==> src/rtl/spi_hold_gate.sv <==
module spi_hold_gate #(
  parameter int SYNC_STAGES = 2
) (
  input  logic clk,
  input  logic rst_n,
  input  logic cs_n_pin,
  input  logic sck_pin,
  input  logic hold_n_pin,
  input  logic si_pin,
  input  logic so_int,
  input  logic so_oe_int,
  output logic shift_en,
  output logic shift_fall_en,
  output logic si_bit,
  output logic so_out,
  output logic so_oe,
  output logic cmd_reset,
  output logic hold_active
);
  // pin bus order: {cs, hold, sck, si}
  localparam logic [3:0] PIN_IDLE = 4'b1100;
  localparam int LAST = SYNC_STAGES - 1;

  logic [3:0] sync_q [SYNC_STAGES];
  logic cs_s, hold_s, sck_s, si_s;
  logic sck_prev, held, locked;
  logic held_nx, locked_nx, live;

  always_ff @(posedge clk or negedge rst_n) begin
    if (!rst_n) begin
      for (int i = 0; i < SYNC_STAGES; i++) sync_q[i] <= PIN_IDLE;
    end else begin
      sync_q[0] <= {cs_n_pin, hold_n_pin, sck_pin, si_pin};
      for (int i = 1; i < SYNC_STAGES; i++) sync_q[i] <= sync_q[i-1];
    end
  end

  assign {cs_s, hold_s, sck_s, si_s} = sync_q[LAST];

  always_comb begin
    if (cs_s || locked) held_nx = 1'b0;
    else if (!sck_s)    held_nx = !hold_s;
    else                held_nx = held;
  end

  always_comb begin
    if (cs_s && held)        locked_nx = 1'b1;
    else if (cs_s && hold_s) locked_nx = 1'b0;
    else                     locked_nx = locked;
  end

  always_ff @(posedge clk or negedge rst_n) begin
    if (!rst_n) begin
      sck_prev  <= 1'b0;
      held      <= 1'b0;
      locked    <= 1'b0;
      cmd_reset <= 1'b0;
    end else begin
      sck_prev  <= sck_s;
      held      <= held_nx;
      locked    <= locked_nx;
      cmd_reset <= cs_s && held;
    end
  end

  assign live          = !cs_s && !locked && !held && !held_nx;
  assign shift_en      = live && sck_s && !sck_prev;
  assign shift_fall_en = live && !sck_s && sck_prev;
  assign si_bit        = si_s;
  assign so_out        = so_int;
  assign so_oe         = so_oe_int && !cs_s && !held && !locked;
  assign hold_active   = held;

  p_enter_sck_low_r3: assert property (@(posedge clk) disable iff (!rst_n)
    $rose(hold_active) |-> !$past(sck_s));

  p_exit_sck_low_r5: assert property (@(posedge clk) disable iff (!rst_n)
    ($fell(hold_active) && !$past(cs_s)) |-> !$past(sck_s));

  p_oe_off_held_r6: assert property (@(posedge clk) disable iff (!rst_n)
    hold_active |-> !so_oe);

  p_no_shift_held_r7: assert property (@(posedge clk) disable iff (!rst_n)
    hold_active |-> !(shift_en || shift_fall_en));

  p_reset_pulse_r8: assert property (@(posedge clk) disable iff (!rst_n)
    cmd_reset |=> (!cmd_reset && !hold_active && locked));

  p_locked_quiet_r9: assert property (@(posedge clk) disable iff (!rst_n)
    locked |-> !(hold_active || shift_en || shift_fall_en || so_oe));

  p_deselect_oe_r10: assert property (@(posedge clk) disable iff (!rst_n)
    cs_s |-> !so_oe);
endmodule

==> config.mk <==
export PLATFORM = sky130hd
export DESIGN_NAME = spi_hold_gate
export DESIGN_NICKNAME = d
export VERILOG_FILES = /design/src/rtl/spi_hold_gate.sv
export SDC_FILE = /design/constraint.sdc
export NUM_CORES = 1
export LEC_CHECK = 0
export BUFFER_PORTS_ARGS = -buffer_cell sky130_fd_sc_hd__buf_2
export CAP_MARGIN = 20
export CORE_AREA = 2 2 39 41
export CTS_BUF_LIST = sky130_fd_sc_hd__clkbuf_4 sky130_fd_sc_hd__clkbuf_8 sky130_fd_sc_hd__clkbuf_16
export DETAILED_ROUTE_END_ITERATION = 8
export DIE_AREA = 0 0 41 43
export PLACE_DENSITY = 0.59
export SLEW_MARGIN = 5
export SYNTH_ARGS = -nofsm -noshare
export SYNTH_HDL_FRONTEND = slang
export SYNTH_SLANG_ARGS = --single-unit
==> constraint.sdc <==
create_clock -name clk -period 2.76 [get_ports clk]
set_clock_uncertainty 0.1 [all_clocks]
set_input_delay 0 -clock clk [delete_from_list [all_inputs] [get_ports clk]]
set_output_delay 0 -clock clk [all_outputs]
set_load 0.1 [all_outputs]
==> results.yml <==
status:
  status: "completed"
timing:
  slew_headroom_pct: 35.09
  setup_viol_count_final: 0
  fmax_mhz: 605.8
  finalHoldViolations: 0
  fin_crit_sh_pct: 59.81
  drv_slew: 0
  tns_ns: 0
  worst_pin_slew_ns: 0.9705
  post-route-min-period_ns: 1.651
  grt_setup_unrepaired: "false"
detailed_routing:
  drc: 0
  wl_per_cell_um: 9.233
  routed_via_density: 4.150
  vias: 249
  postRouteAntennaNets: 0
  wl_um: 554
  drt_pass1_iterations: 4
  drt_iter0_drc: 3
synthesis:
  syn_area_per_cell_um2: 16.70
  synth-seq-cells: 12
  synth_area_leaders: "dfrtp_1, dfstp_2, a2111oi_2"
  syn_nets: 31
  ys_types: 12
  synth_top_area_share_pct: 52.12
  netlist_instances: 23
  ys_seq_area_share_pct: 79.48
  synth_area_um2: 384.1
  ys_warn_count: 0
  synth.largest_area_cell: "dfrtp_1"
pwr:
  finalPower_mw: 0.3984
  switching_share_pct: 27.94
  p_sw_mw: 0.1113
  internal_power_mw: 0.2871
  clkPwrFrac_pct: 32.5
  vdd_ir_drop_max_mv: 0.3487
  power.share.sequential_pct: 49.2
  power_density_nw_per_um2: 720.5
  p_comb_share_pct: 18.3
  power_leakage_nw: 0.2778
cells_and_area:
  utilization_pct: 39.96
  area_delta_synth_final_pct: 43.97
  final_nets: 53
  diodes: 0
  final_cell_area_um2: 553.0
  drive_gt1_share_pct: 50.00
  nFillCells: 134
  regArea_um2: 305.3
  multi_input_area_um2: 67.56
  layout.cells.non_filler: 60
floorplan:
  die_h_um: 43
  core_um2: 1384
  fp.dieW_um: 41
  die-area_um2: 1763
  io_pins: 15
  start_util_pct: 27.76
  rows: 14
worst_setup_path:
  reg2reg_to: "hold_active"
  rr_startpoint: "hold_s"
  crit_required_ns: 2.66
  cpPeakStageDelay_ns: 0.42
  rr_worst_depth: 2
  path_max_fanout: 3
  path_class: "reg -> out"
  slowest_stage: "buf_2"
  critPathCaptureType: "output pin"
  worst-endpoint-arrival_ns: 1.55
  crit_path_cell_trace: "nor3_1, and3_1, buf_2"
  cp-start-kind: "register"
  rrSetupSlack_ns: 1.71
clock_network:
  clock-sinks: 12
  htreeDepth: 1
  clk_latency_ns: 0.25
  clockRootBuffer: "clkbuf_4"
  cts_made_buffers: 3
  clk_pin_slew_worst_paths_ns: 0.07
  cts_tree: "built"
  post_cts_resized: 0
  cts_buffer_depth: 2
placement:
  port_buffers: 12
  numPlacedInstances: 50
  place_congestion: 0.5532
  postPlaceCellArea_um2: 456.7
global_routing:
  grt_pass1_wl_um: 945
  grt_max_degree: 13
  track_usage_pct: 8.086
  antenna_found_initial: 0
  grt-ovfl-total: 0
  grt_pass1_vias: 252
job:
  drv_cap: 0
worst_hold_path:
  hp-class: "in -> async"
logic make-up (layout without fill, tap and decap cells):
| family | after synthesis | after routing | share of synthesized area [%] |
|---|---|---|---|
| AOI/OAI and AO/OA | 2 | 2 | 5.863 |
| buffers and inverters | 2 | 23 | 2.931 |
| DFF | 12 | 12 | 79.48 |
| and+or+nand+nor | 7 | 7 | 11.73 |
layer usage:
| metal | wire [µm] | GRT usage [%] | part of all wire [%] |
|---|---|---|---|
| met2 | 295 | 13.13 | 53 |
| met5 | 0 | 0 | 0 |
| met4 | 0 | 4.000 | 0 |
| met3 | 53 | 3.141 | 9.6 |
| met1 | 205 | 8.562 | 37 |
state kept, by name, indices dropped and copies added, names as in the netlist:
signal,cells
hold_active,1
cs_s,1
sync_q,4
sck_s,1
si_bit,1
hold_s,1
sck_prev,1
cmd_reset,1
locked,1
cells in the final DEF, fill, tap and decap left out, types with 2 or more instances in the layout:
cell type / instances
buf_2: 12
dfrtp_1: 8
dlygate4sd3_1: 6
dfstp_2: 4
clkbuf_4: 3
and2_1: 2
through the flow:
step | setup slack, ns | hold slack, ns
2_1_floorplan | 0.7723 | -0.3956
3_3_place_gp | 1.420 | -0.2225
3_5_place_dp | 1.394 | -0.2117
4_1_cts | 1.100 | 0.03401
5_1_grt | 1.019 | 0.05667
6_report | 1.109 | 0.04146
worst max path at each step:
stage	from	end	slack, ns	depth (start not counted)
after floorplan	hold_active	shift_en	0.77	2
after global placement	locked	shift_en	1.42	3
after detailed placement	locked	shift_fall_en	1.39	3
after CTS	locked	shift_fall_en	1.10	3
after global routing	locked	shift_fall_en	1.02	3
final	locked	shift_fall_en	1.11	3
critical path: cells and delay by family (launching register included):
| kind | cells | cell delay (ns) |
|---|---|---|
| and+or+nand+nor | 2 | 0.46 |
| DFF | 1 | 0.41 |
| buffers and inverters | 1 | 0.42 |
layout make-up:
| cell class | count | share of cell area (%) |
|---|---|---|
| clock buffer | 4 | 6.561 |
| multi-input combinational | 9 | 12.22 |
| sequential | 12 | 55.20 |
| timing repair buffer | 18 | 21.72 |
| inverter | 1 | 0.6787 |
| tap | 16 | 3.620 |
cells in the mapped netlist:
cell type  n
and3b_1    1
and2_1     2
dfrtp_1    8
a2111oi_2  1
nor2b_2    1
dfstp_2    4
nor3_1     1
inv_1      1
buf_4      1
nand2_1    1
and3_1     1
a21o_1     1
repair_timing:
| action | in CTS | in global routing |
|---|---|---|
| setup buffers | 0 | 0 |
| setup endpoints to repair | 0 | 0 |
| endpoints found under the hold margin | 17 | 0 |
| hold buffers | 6 | 0 |
power groups by stage:
stage	registers (mW)	clock network (mW)	logic (mW)
CTS	0.196	0.136	0.0736
global route	0.198	0.149	0.0766
floorplan	0.219	0	0.0339
finish	0.196	0.129	0.0729
detailed placement	0.200	0	0.0614
global placement	0.199	0	0.0603
Note: power is estimated with default switching activity, not from simulation.
